==> config.mk <==
export PLATFORM = sky130hd
export DESIGN_NAME = dbus_selftest
export DESIGN_NICKNAME = d
export VERILOG_FILES = /design/src/rtl/dbus_st_pkg.sv /design/src/rtl/dbus_st_cnt.sv /design/src/rtl/dbus_st_pat.sv /design/src/rtl/dbus_st_errcap.sv /design/src/rtl/dbus_selftest.sv
export SDC_FILE = /design/constraint.sdc
export NUM_CORES = 1
export LEC_CHECK = 0
export BUFFER_PORTS_ARGS = -buffer_cell sky130_fd_sc_hd__buf_2
export CAP_MARGIN = 20
export CORE_UTILIZATION = 30
export CTS_CLUSTER_SIZE = 10
export DETAILED_ROUTE_END_ITERATION = 8
export SLEW_MARGIN = 20
export SYNTH_ARGS = -nofsm -noshare
export SYNTH_HDL_FRONTEND = slang
export SYNTH_SLANG_ARGS = --single-unit
==> constraint.sdc <==
create_clock -name clk -period 4.7 [get_ports clk]
set_clock_uncertainty 0.15 [all_clocks]
set_input_delay 0 -clock clk [delete_from_list [all_inputs] [get_ports clk]]
set_output_delay 0 -clock clk [all_outputs]
set_load 0.05 [all_outputs]
==> src/rtl/dbus_st_pkg.sv <==
package dbus_st_pkg;

  typedef enum logic [3:0] {
    ST_IDLE,
    ST_W0_WR,
    ST_W0_RD,
    ST_W1_WR,
    ST_W1_RD,
    ST_CLR3,
    ST_SET3,
    ST_RD3,
    ST_CLR4,
    ST_RD4,
    ST_BURST,
    ST_BRD,
    ST_DRAIN,
    ST_SCRUB,
    ST_DONE
  } st_t;

  typedef enum logic [2:0] {
    PK_ZERO,
    PK_ONES,
    PK_WALK0,
    PK_WALK1,
    PK_ALT
  } pk_t;

  localparam logic [2:0] PH_NONE  = 3'd0;
  localparam logic [2:0] PH_WALK0 = 3'd1;
  localparam logic [2:0] PH_WALK1 = 3'd2;
  localparam logic [2:0] PH_SET   = 3'd3;
  localparam logic [2:0] PH_CLEAR = 3'd4;
  localparam logic [2:0] PH_BURST = 3'd5;

endpackage

==> src/rtl/dbus_st_cnt.sv <==
module dbus_st_cnt #(
  parameter int W = 8
) (
  input  logic         clk,
  input  logic         rst_n,
  input  logic         clr,
  input  logic         inc,
  input  logic [W-1:0] lim,
  output logic [W-1:0] val,
  output logic         last
);

  logic [W-1:0] q;
  logic [W-1:0] q_nxt;

  always_comb begin
    q_nxt = q;
    if (clr)      q_nxt = '0;
    else if (inc) q_nxt = q + 1'b1;
  end

  always_ff @(posedge clk or negedge rst_n) begin
    if (!rst_n) q <= '0;
    else if (clr || inc) q <= q_nxt;
  end

  assign val  = q;
  assign last = (q == lim);

  // each sweep stops at its limit and never wraps past it
  AST_CNT_NO_WRAP: assert property (@(posedge clk) disable iff (!rst_n)
    (inc && !clr) |-> !last);

endmodule

==> src/rtl/dbus_st_pat.sv <==
module dbus_st_pat
  import dbus_st_pkg::*;
#(
  parameter int DW = 8,
  parameter int SW = 8
) (
  input  pk_t           kind,
  input  logic [SW-1:0] step,
  output logic [DW-1:0] word
);

  logic [DW-1:0] onehot;

  always_comb begin
    for (int b = 0; b < DW; b++) onehot[b] = (step == SW'(b));
  end

  always_comb begin
    unique case (kind)
      PK_ZERO:  word = '0;
      PK_ONES:  word = '1;
      PK_WALK0: word = ~onehot;
      PK_WALK1: word = onehot;
      PK_ALT:   word = step[0] ? '1 : '0;
      default:  word = '0;
    endcase
  end

  AST_WALK_SINGLE: assert final ((kind != PK_WALK1) || ($countones(word) <= 1));

endmodule

==> src/rtl/dbus_st_errcap.sv <==
module dbus_st_errcap #(
  parameter int AW = 8,
  parameter int DW = 8
) (
  input  logic          clk,
  input  logic          rst_n,
  input  logic          clr,
  input  logic          chk_vld,
  input  logic [2:0]    chk_ph,
  input  logic [AW-1:0] chk_addr,
  input  logic [DW-1:0] chk_exp,
  input  logic [DW-1:0] rdata,
  output logic          err_first,
  output logic          fail,
  output logic [2:0]    fail_phase,
  output logic [AW-1:0] fail_addr,
  output logic [DW-1:0] fail_exp,
  output logic [DW-1:0] fail_got
);

  logic cap_en;

  assign err_first = chk_vld && (rdata != chk_exp) && !fail;
  assign cap_en    = clr || err_first;

  always_ff @(posedge clk or negedge rst_n) begin
    if (!rst_n) begin
      fail       <= 1'b0;
      fail_phase <= '0;
      fail_addr  <= '0;
      fail_exp   <= '0;
      fail_got   <= '0;
    end else if (cap_en) begin
      fail       <= !clr;
      fail_phase <= clr ? 3'd0 : chk_ph;
      fail_addr  <= clr ? '0 : chk_addr;
      fail_exp   <= clr ? '0 : chk_exp;
      fail_got   <= clr ? '0 : rdata;
    end
  end

  AST_FAIL_HOLD: assert property (@(posedge clk) disable iff (!rst_n)
    (fail && !clr) |=> (fail && $stable(fail_addr) && $stable(fail_got) && $stable(fail_phase)));

endmodule

==> src/rtl/dbus_selftest.sv <==
module dbus_selftest
  import dbus_st_pkg::*;
#(
  parameter int AW        = 8,
  parameter int DW        = 8,
  parameter int FIX_ADDR  = 0,
  parameter bit BURST_EN  = 1'b1,
  parameter int BURST_LEN = 8
) (
  input  logic          clk,
  input  logic          rst_n,
  input  logic          start,
  output logic          busy,
  output logic          done,
  output logic          fail,
  output logic [2:0]    fail_phase,
  output logic [AW-1:0] fail_addr,
  output logic [DW-1:0] fail_exp,
  output logic [DW-1:0] fail_got,
  output logic          mem_en,
  output logic          mem_we,
  output logic [AW-1:0] mem_addr,
  output logic [DW-1:0] mem_wdata,
  input  logic [DW-1:0] mem_rdata
);

  localparam int BW  = $clog2(2 * BURST_LEN + 2);
  localparam int SBW = $clog2(DW) + 1;
  localparam int CW0 = (AW > BW) ? AW : BW;
  localparam int CW  = (CW0 > SBW) ? CW0 : SBW;
  localparam logic [CW-1:0] LIM_WALK  = CW'(DW - 1);
  localparam logic [CW-1:0] LIM_ARRAY = CW'((1 << AW) - 1);
  localparam logic [CW-1:0] LIM_BURST = CW'(2 * BURST_LEN);
  localparam logic [AW-1:0] FIX       = AW'(FIX_ADDR);

  // reset: asserted asynchronously, released through two flops
  logic rst_m, rst_q;
  always_ff @(posedge clk or negedge rst_n) begin
    if (!rst_n) begin
      rst_m <= 1'b0;
      rst_q <= 1'b0;
    end else begin
      rst_m <= 1'b1;
      rst_q <= rst_m;
    end
  end

  st_t st_q, st_nxt;
  logic          cnt_clr, cnt_inc, cnt_last;
  logic [CW-1:0] cnt_val, cnt_lim;
  pk_t           kind;
  logic [DW-1:0] pat;
  logic [2:0]    ph_cur;
  logic          rd_issue, err_first, cap_clr;
  logic          chk_vld;
  logic [2:0]    chk_ph;
  logic [AW-1:0] chk_addr;
  logic [DW-1:0] chk_exp;

  dbus_st_cnt #(.W(CW)) u_cnt (
    .clk(clk), .rst_n(rst_q), .clr(cnt_clr), .inc(cnt_inc),
    .lim(cnt_lim), .val(cnt_val), .last(cnt_last)
  );

  dbus_st_pat #(.DW(DW), .SW(CW)) u_pat (
    .kind(kind), .step(cnt_val), .word(pat)
  );

  dbus_st_errcap #(.AW(AW), .DW(DW)) u_cap (
    .clk(clk), .rst_n(rst_q), .clr(cap_clr),
    .chk_vld(chk_vld), .chk_ph(chk_ph), .chk_addr(chk_addr),
    .chk_exp(chk_exp), .rdata(mem_rdata), .err_first(err_first),
    .fail(fail), .fail_phase(fail_phase), .fail_addr(fail_addr),
    .fail_exp(fail_exp), .fail_got(fail_got)
  );

  // per-state decode: pattern kind, phase code, counter limit
  always_comb begin
    kind    = PK_ZERO;
    ph_cur  = PH_NONE;
    cnt_lim = LIM_ARRAY;
    unique case (st_q)
      ST_W0_WR, ST_W0_RD: begin kind = PK_WALK0; ph_cur = PH_WALK0; cnt_lim = LIM_WALK; end
      ST_W1_WR, ST_W1_RD: begin kind = PK_WALK1; ph_cur = PH_WALK1; cnt_lim = LIM_WALK; end
      ST_CLR3:            begin kind = PK_ZERO;  ph_cur = PH_SET;   end
      ST_SET3, ST_RD3:    begin kind = PK_ONES;  ph_cur = PH_SET;   end
      ST_CLR4, ST_RD4:    begin kind = PK_ZERO;  ph_cur = PH_CLEAR; end
      ST_BURST:           begin kind = PK_ALT;   ph_cur = PH_BURST; cnt_lim = LIM_BURST; end
      ST_BRD:             begin kind = PK_ZERO;  ph_cur = PH_BURST; end
      default:            begin kind = PK_ZERO;  ph_cur = PH_NONE;  end
    endcase
  end

  // RAM port drive
  always_comb begin
    mem_en    = 1'b0;
    mem_we    = 1'b0;
    mem_addr  = cnt_val[AW-1:0];
    mem_wdata = pat;
    unique case (st_q)
      ST_W0_WR, ST_W1_WR, ST_BURST: begin mem_en = 1'b1; mem_we = 1'b1; mem_addr = FIX; end
      ST_W0_RD, ST_W1_RD, ST_BRD:   begin mem_en = 1'b1; mem_addr = FIX; end
      ST_CLR3, ST_SET3, ST_CLR4, ST_SCRUB: begin mem_en = 1'b1; mem_we = 1'b1; end
      ST_RD3, ST_RD4:               begin mem_en = 1'b1; end
      default: ;
    endcase
  end

  assign rd_issue = mem_en && !mem_we;

  // next state
  always_comb begin
    st_nxt  = st_q;
    cnt_clr = 1'b0;
    cnt_inc = 1'b0;
    cap_clr = 1'b0;
    unique case (st_q)
      ST_IDLE, ST_DONE: if (start) begin
        st_nxt = ST_W0_WR; cnt_clr = 1'b1; cap_clr = 1'b1;
      end
      ST_W0_WR: st_nxt = ST_W0_RD;
      ST_W0_RD: if (cnt_last) begin st_nxt = ST_W1_WR; cnt_clr = 1'b1; end
                else begin st_nxt = ST_W0_WR; cnt_inc = 1'b1; end
      ST_W1_WR: st_nxt = ST_W1_RD;
      ST_W1_RD: if (cnt_last) begin st_nxt = ST_CLR3; cnt_clr = 1'b1; end
                else begin st_nxt = ST_W1_WR; cnt_inc = 1'b1; end
      ST_CLR3:  if (cnt_last) begin st_nxt = ST_SET3; cnt_clr = 1'b1; end else cnt_inc = 1'b1;
      ST_SET3:  if (cnt_last) begin st_nxt = ST_RD3;  cnt_clr = 1'b1; end else cnt_inc = 1'b1;
      ST_RD3:   if (cnt_last) begin st_nxt = ST_CLR4; cnt_clr = 1'b1; end else cnt_inc = 1'b1;
      ST_CLR4:  if (cnt_last) begin st_nxt = ST_RD4;  cnt_clr = 1'b1; end else cnt_inc = 1'b1;
      ST_RD4:   if (cnt_last) begin
                  st_nxt = BURST_EN ? ST_BURST : ST_DRAIN; cnt_clr = 1'b1;
                end else cnt_inc = 1'b1;
      ST_BURST: if (cnt_last) begin st_nxt = ST_BRD; cnt_clr = 1'b1; end else cnt_inc = 1'b1;
      ST_BRD:   st_nxt = ST_DRAIN;
      ST_DRAIN: st_nxt = ST_DONE;
      ST_SCRUB: if (cnt_last) st_nxt = ST_DONE; else cnt_inc = 1'b1;
      default:  st_nxt = ST_IDLE;
    endcase
    if (err_first) begin
      st_nxt  = ST_SCRUB;
      cnt_clr = 1'b1;
      cnt_inc = 1'b0;
    end
  end

  always_ff @(posedge clk or negedge rst_q) begin
    if (!rst_q) st_q <= ST_IDLE;
    else        st_q <= st_nxt;
  end

  // compare pipeline: read issued now, data arrives next cycle
  always_ff @(posedge clk or negedge rst_q) begin
    if (!rst_q) begin
      chk_vld  <= 1'b0;
      chk_ph   <= '0;
      chk_addr <= '0;
      chk_exp  <= '0;
    end else begin
      chk_vld <= rd_issue;
      if (rd_issue) begin
        chk_ph   <= ph_cur;
        chk_addr <= mem_addr;
        chk_exp  <= pat;
      end
    end
  end

  assign busy = (st_q != ST_IDLE) && (st_q != ST_DONE);
  assign done = (st_q == ST_DONE);

  AST_IDLE_QUIET: assert property (@(posedge clk) disable iff (!rst_q)
    !busy |-> !mem_en);

  AST_WALK_READBACK: assert property (@(posedge clk) disable iff (!rst_q)
    (mem_en && mem_we && (st_q == ST_W0_WR) && !err_first)
      |=> (mem_en && !mem_we && (mem_addr == $past(mem_addr))));

  AST_BURST_TOGGLE: assert property (@(posedge clk) disable iff (!rst_q)
    (st_q == ST_BURST && mem_we && !err_first) |=>
      (st_q != ST_BURST || mem_wdata == ~$past(mem_wdata)));

  AST_NO_READ_AFTER_FAIL: assert property (@(posedge clk) disable iff (!rst_q)
    fail |-> !rd_issue);

  AST_BUSY_FROM_START: assert property (@(posedge clk) disable iff (!rst_q)
    $rose(busy) |-> $past(start));

endmodule

# Word-level counts from Yosys, hierarchy flattened
# Cells that the tools add are included.
# op_classes
eq_ne,36
n_reduce_logical,28
n_mux,34
bitwise_logic,1
n_addsub,1
# op_table
cell,count
$mux W8,7
$pmux W4 S14,1
$mux W4,9
$eq A8 B3 Y1 const B,4
$pmux W8 S4,1
$eq A4 B4 Y1 const B,7
$ne A3 B2 Y1 const B,8
$eq A4 B3 Y1 const B,4
$eq A8 B2 Y1 const B,2
$pmux W8 S2,1
$pmux W3 S5,1
$pmux W3 S4,1
$reduce_or A12 Y1,1
$reduce_or A2 Y1,6
$mux W1,9
$reduce_or A9 Y1,1
$add A8 B1 Y8 const B,1
$eq A4 B2 Y1 const B,2
$eq A8 B1 Y1 const B,1
$eq A8 B8 Y1,1
$logic_not A8 Y1,1
$ne A8 B8 Y1,1
$not A8 Y8,1
$reduce_and A8 Y1,1
other kinds (20),28
# word_totals
regBits,62
out_inout_bits,48
inputBits,11

# Depth between registers and ports, before layout
# Gate-level depths: netlist of run 1.
# depth
ltp_word,9
mapped_depth,10
ltp_nobuf,6

# Hierarchy
# A second synthesis of run 1 with hierarchy kept.
# hier_totals
cells_unflattened,366
area_unflattened_um2,3782.4
# modules_own_cells
module,cells_per_inst,seq_area_each_um2,area_each_um2,n_inst
dbus_selftest,144,650.6,1534.0,1
dbus_st_errcap,132,700.7,1496.4,1
dbus_st_cnt,49,200.2,474.2,1
dbus_st_pat,41,0.0,277.8,1

# Worst setup path before layout of run 1
# No wires, ideal clock.
# synth_timing
path_kind,reg2reg
from,register st_q[3]
to,register chk_addr[5]
n_path_buf,4
setup_slack_ns,1.427
setup_time_ns,0.128
arrival_ns,2.995
path_stages_with_launch,10
required_time_ns,4.422
synth_period_minus_slack_ns,3.273
path_cell_list,dfrtp_1 > buf_2 > and2_1 > clkbuf_1 > o21ai_0 > a21boi_0 > nor2b_1 > buf_2 > buf_4 > mux2_1
# synth_between
word_cells_on_any_way,20
cone_classes,eq/ne (12); mux (3); reduce/logical (5)
# synth_rtl
item,line,rtl
start: declaration,dbus_selftest.sv:48,"st_t st_q, st_nxt;"
start signal: assignment,dbus_selftest.sv:149,else st_q <= st_nxt;
$eq A4 B4 Y1 (tied with other cells),dbus_selftest.sv:100,unique case (st_q)
$reduce_or A12 Y1 (no line) (*),-,
$mux W1 (*),dbus_selftest.sv:100,
named net mem_en,dbus_selftest.sv:20,"output logic mem_en,"
$logic_and A1 B1 Y1 (*),dbus_selftest.sv:109,assign rd_issue = mem_en && !mem_we;
end signal: assignment,dbus_selftest.sv:163,chk_addr <= mem_addr;
end: declaration,dbus_selftest.sv:57,logic [AW-1:0] chk_addr;
# Mark *: on every way through the listed nets, which the timed path passes. The rest lies on a longest branch.
# A chain may end at the register's enable or synchronous reset.

# Worst setup path in the final report of run 1
# layout_timing
from,register st_q[1]
to,register chk_addr[4]
# layout_between
elab_chain_len,5
word_cells_on_any_way,20
cone_classes,eq/ne (12); mux (3); reduce/logical (5)
# layout_rtl
item,line
$eq A4 B4 Y1 (tied with other cells),dbus_selftest.sv:100
$reduce_or A7 Y1 (no line),-
$mux W1,dbus_selftest.sv:100
$logic_not A1 Y1,dbus_selftest.sv:109
$logic_and A1 B1 Y1,dbus_selftest.sv:109
# Parallel ways exist; a longest one is shown, timed or not.

==> reports/metrics.yaml, run 1 <==
crit_type: "reg -> reg"
synthesis.nets: 398
io_buffers: 58
synth_area_um2: 3350
report.final.slew_viol_count: 0
grt_overflow: 0
critPathTopFamily: "flip-flops"
htree_levels: 3
grt_antenna_before_repair: 0
crit_path_start_kind: "flop"
via_per_inst: 5.07
die-width_um: 108
endpoint_kind: "flop"
final_hold_viol_count: 0
place_congestion: 0.826
hold_class: "reg -> reg"
cts_sinks: 62
dieHeight_um: 108
crit_chain: "nor3_1 > o21ai_0 > a21boi_0 > nor2b_2 > mux2_2"
clock_latency_ps: 350
relSlewSlack: 0.325
layout.cells.most_common: "nand2_1"
synth_top_area_frac: 0.463
diodes: 0
rsz0062_at_grt: "no"
initial_core_util: 0.309
grt_pass1_vias: 2780
max_freq_mhz: 320
cp_slowest_cell: "dfrtp_1"
cp.required_ps: 4770
cts_max_path_buffers: 2
dr.pass1.iters: 4
ys_warn_count: 0
yosysTopAreaCell: "dfrtp_1"
dp_cells: 557
max_cap_violations: 0
worst_pin_slew_ps: 1010
wirelength_um: 8420
wl_per_cell_um: 14.4
drc: 0
layout-drive-gt1-share: 0.223
cp_max_fo: 33
setup_tns_ps: 0
layout.cells.non_filler: 584
clockRootBuffer: "clkbuf_8"
final.setup.worst_slack_ps: 1570
grt_max_degree: 61
ys_types: 52
status: "complete, no violations"
ys.flop_type: "dfrtp_1"
dpl_worst_slack_ps: 1590
cp.arrival_ps: 3190
final.period_utilization: 0.665
finalCriticalPeriod_ps: 3130
grtUsageTotal: 0.157
worstPathBufferInverterCount: 0
vias: 2958
post_cts_resized: 0
synth_edf_count: 0
finalSetupViolCount: 0
ant_nets: 0
syn2layout_area_growth_pct: 20.2
cts_tree: "done"
syn-instance-count: 383
synth_area_leaders: "dfrtp_1, nand2_1, a21oi_1"
grt_first_pass_wirelength_um: 14200
post_synth.cell_area_avg_um2: 8.74
ys_seq_area_frac: 0.463
synth-seq-cells: 62
fp-row-count: 38
drt_iter0_drc: 283
coreArea_um2: 10800
clk_pin_slew_worst_paths_ps: 70
final_cell_mix: "nand2_1, dfrtp_1, buf_2, a21oi_1, nor2_1"
die-area_um2: 11600
hpwl_um: 5820
cts_made_buffers: 9
ioPinCount: 59
slowest_delay_ps: 1000
async_flop_share: 1.00
final_nets: 454
[Yosys cell counts (2+ instances only)]
| master | instances |
|---|---|
| a211o_1 | 2 |
| a211oi_1 | 2 |
| a21oi_1 | 50 |
| a22oi_1 | 3 |
| a31oi_1 | 19 |
| and2_1 | 8 |
| and3_1 | 2 |
| buf_1 | 4 |
| buf_2 | 11 |
| buf_4 | 2 |
| clkbuf_1 | 8 |
| dfrtp_1 | 62 |
| ha_1 | 4 |
| inv_1 | 9 |
| mux2_1 | 3 |
| mux2_2 | 6 |
| mux2i_1 | 3 |
| nand2_1 | 72 |
| nand3_1 | 7 |
| nand4_1 | 2 |
| nor2_1 | 29 |
| nor2_2 | 2 |
| nor2b_1 | 3 |
| nor3_1 | 4 |
| nor4_1 | 2 |
| o211ai_1 | 2 |
| o21ai_0 | 11 |
| o21ai_1 | 6 |
| o221ai_1 | 2 |
| o31ai_1 | 3 |
| or2_2 | 3 |
| or3_1 | 6 |
| or4_1 | 3 |
| xnor2_1 | 2 |
| xor2_1 | 9 |
[state kept, by name, indices dropped and copies added, names as in the netlist]
name / count
u_cnt.val: 8
chk_exp: 8
u_cap.fail_addr: 8
u_cap.fail_phase: 3
u_cap.fail_got: 8
rst_m: 1
chk_vld: 1
st_q: 4
u_cap.fail_exp: 8
rst_q: 1
chk_ph: 3
chk_addr: 8
u_cap.fail: 1
[worst paths after layout]
| kind | slack, ps | cells after the start | start | endpoint |
|---|---|---|---|---|
| hold / removal | 210 | 0 | rst_m | rst_q |
| hold reg to reg | 210 | 0 | rst_m | rst_q |
| setup reg to reg | 1570 | 5 | st_q[1] | chk_addr[4] |
| setup / recovery | 1570 | 5 | st_q[1] | chk_addr[4] |
| max in group asynchronous | 3630 | 1 | rst_q | u_cap.fail_phase[0] |
| min in group asynchronous | 270 | 1 | rst_q | u_cnt.val[2] |
[worst register-to-register path, cell delays in order, from the launching register on]
cell	delay, ps
dfrtp_1	1000
nor3_1	170
o21ai_0	200
a21boi_0	230
nor2b_2	830
mux2_2	430
[per-stage QoR]
stage | hold slack, ps | cell area (um^2) | utilization
finish | 207 | 4030 | 0.371
global route | 229 | 4030 | 0.371
CTS | 205 | 4030 | 0.371
global placement | -364 | 3710 | 0.342
detailed placement | -362 | 3710 | 0.342
floorplan | -446 | 3350 | -
[logic make-up after synthesis]
| kind of cell | after synthesis | share of synthesized area |
|---|---|---|
| XOR/XNOR | 11 | 0.0288 |
| AND/OR/NAND/NOR | 149 | 0.212 |
| multiplexers | 12 | 0.0392 |
| buffers and inverters | 37 | 0.0504 |
| adder cells (fa/ha/maj) | 4 | 0.0149 |
| AO/OA/AOI/OAI | 107 | 0.191 |
| flip-flops | 62 | 0.463 |
| other | 1 | 0.00112 |
[per-layer routing]
metal	track usage	vias to the layer above	share of wire
li1	-	1446	-
met1	0.220	1436	0.50
met2	0.240	68	0.46
met3	0.0357	8	0.041
met4	0.0470	0	0.0056
met5	0	-	0
[area by class of cell]
cell class	count	area (um^2)
Tap cell	140	175
Clock buffer	10	138
Clock inverter	6	68.8
Sequential cell	62	1550
Inverter	10	37.5
Fill cell	1141	6820
Multi-Input combinational cell	284	1630
Timing Repair Buffer	72	423
[repair_timing]
action                                 4_1_cts  5_1_grt
setup endpoints to repair                    0        0
hold buffers                                11        0
buffers inserted                             0        0
endpoints found under the hold margin       14        0
Power of run 1 is left out: the tool's default activity adds up to more than one toggle a clock period on the data nets, which glitch-free logic cannot reach.
==> run 2: changes to the inputs <==
ABC_AREA = 1   (was default)
clock period = 2.9 ns   (was 4.7 ns; I/O delays follow)
==> reports/metrics.yaml, run 2 <==
ys_seq_area_frac: 0.450  # -0.0130
worstPathBufferInverterCount: 2  # +2
finalSetupViolCount: 0  # unchanged
yosysTopAreaCell: "dfrtp_1"
crit_chain: "inv_4 > nor2_4 > nand2_1 > o22ai_1 > a21oi_1 > o21ai_0 > buf_2"
clock_latency_ps: 330  # -20 ps
reg2reg_slack_ps: 550  # -1020 ps
synth_area_leaders: "dfrtp_1, nand2_1, inv_1"
clk_pin_slew_worst_paths_ps: 50  # -20 ps
worst_pin_slew_ps: 715  # -290 ps
crit_type: "reg -> out"
hold_buffers: 17  # +6
drc: 0  # unchanged
cp_slowest_cell: "dfrtp_1"
htree_levels: 3  # unchanged
post_synth.cell_area_avg_um2: 7.90  # -9.6%
ys_warn_count: 0  # unchanged
grt_max_degree: 36  # -41%
synth_most_common_cell: "nand2_1"
status: "complete, no violations"
r2r_cells: 11  # +6
setup_tns_ps: 0  # unchanged
cp.required_ps: 2750  # -2020 ps
via_per_inst: 4.73  # -6.7%
cp.arrival_ps: 2430  # -760 ps
hold_class: "reg -> async"
grt_antenna_before_repair: 0  # unchanged
dieHeight_um: 109  # +1.4%
io_buffers: 58  # unchanged
synth_edf_count: 0  # unchanged
fp-row-count: 38  # unchanged
cts_made_buffers: 9  # unchanged
r2r_start: "st_q[1]"
ys_types: 32  # -38%
final_nets: 526  # +16%
syn-instance-count: 436  # +14%
final.period_utilization: 0.891
cp_max_fo: 8  # -76%
wl_per_cell_um: 13.0  # -9.7%
vias: 3096  # +4.7%
synthesis.nets: 451  # +13%
grt_first_pass_wirelength_um: 13900  # -1.7%
slowest_delay_ps: 540  # -460 ps
ioPinCount: 59  # unchanged
syn2layout_area_growth_pct: 24.8
synth_area_um2: 3440  # +2.9%
ant_nets: 0  # unchanged
max_freq_mhz: 387
synth_top_area_frac: 0.450  # -0.0130
coreArea_um2: 11000  # +1.8%
cts_tree: "done"
synth-seq-cells: 62  # unchanged
dr.pass1.iters: 4  # unchanged
cts_max_path_buffers: 2  # unchanged
wirelength_um: 8530  # +1.2%
max_cap_violations: 0  # unchanged
grtUsageTotal: 0.153  # -0.00368
ys.flop_type: "dfrtp_1"
critPathTopFamily: "compound AO/OA/AOI/OAI gates"
async_flop_share: 1.00  # unchanged
finalCriticalPeriod_ps: 2580
die-area_um2: 11900  # +2.8%
post_cts_resized: 0  # unchanged
layout-drive-gt1-share: 0.237  # +0.0139
layout.cells.most_common: "nand2_1"
grt_overflow: 0  # unchanged
endpoint_kind: "primary output"
diodes: 0  # unchanged
die-width_um: 109  # +1.4%
cts_setup_buffers: 0  # unchanged
reg2reg_to: "u_cap.fail_got[1]"
place_congestion: 0.931  # +13%
drt_iter0_drc: 183  # -35%
crit_path_start_kind: "flop"
clockRootBuffer: "clkbuf_16"
n_fill_cell: 1146  # +0.44%
report.final.slew_viol_count: 0  # unchanged
ys_top_cells_by_count: "nand2_1, dfrtp_1, inv_1"
cts_sinks: 62  # unchanged
final_hold_viol_count: 0  # unchanged
initial_core_util: 0.312  # +0.00341
rsz0062_at_grt: "no"
final_cell_mix: "nand2_1, dfrtp_1, buf_2, inv_1, nor2_1"
grt_pass1_vias: 2914  # +4.8%
hpwl_um: 6340  # +8.8%
relSlewSlack: 0.523  # +0.198
[run 2: worst register-to-register path, stage by stage, from the launching register on]
cell	delay, ps
dfrtp_1	540
inv_4	100
nor2_4	150
inv_2	70
nor2_4	110
a21oi_4	50
inv_2	70
nand2_4	80
nand2_2	230
nand3_1	120
dlygate4sd3_1	570
nand2_1	60
[run 2: per-stage QoR]
stage	instance area [um^2]	worst slack, ps	hold WS, ps	cells	util
final	4300	317	172	655	0.390
after global routing	4300	164	227	655	0.390
after CTS	4300	345	200	655	0.390
after detailed placement	3840	520	-363	623	0.348
after global placement	3840	644	-364	623	0.348
after floorplan	3440	387	-446	436	-
[run 2: cell families after synthesis]
family / after synthesis / synth area share
AND/OR/NAND/NOR: 221 / 0.293
buffers and inverters: 70 / 0.0897
AO/OA/AOI/OAI: 68 / 0.126
flip-flops: 62 / 0.450
XOR/XNOR: 10 / 0.0254
adder cells (fa/ha/maj): 4 / 0.0145
other: 1 / 0.00109
[run 2: worst max path at each step]
stage	start	endpoint	slack [ps]	depth (start not counted)
finish	st_q[1]	mem_wdata[2]	320	7
global route	st_q[1]	mem_wdata[3]	160	7
CTS	st_q[1]	mem_wdata[4]	350	7
detailed placement	st_q[0]	u_cap.fail	520	9
global placement	st_q[0]	u_cap.fail	640	9
floorplan	st_q[1]	chk_exp[7]	390	9
[run 2: area by class of cell]
type	count	area (um^2)	share of cell area
clock buffer	11	243	0.0565
inverter	56	213	0.0495
multi-input combinational	304	1580	0.369
sequential	62	1550	0.361
tap	140	175	0.0408
timing repair buffer	78	483	0.112
clock inverter	4	47.5	0.0111
[run 2: layer usage]
metal	share of wire	global-route usage	wire length, um	vias up
met5	0	0	0	-
met4	0.025	0.0695	213	0
met3	0.042	0.0311	359	21
met2	0.47	0.251	4040	91
met1	0.46	0.194	3920	1447
li1	-	-	-	1537
Power of run 2 is left out for the same reason.
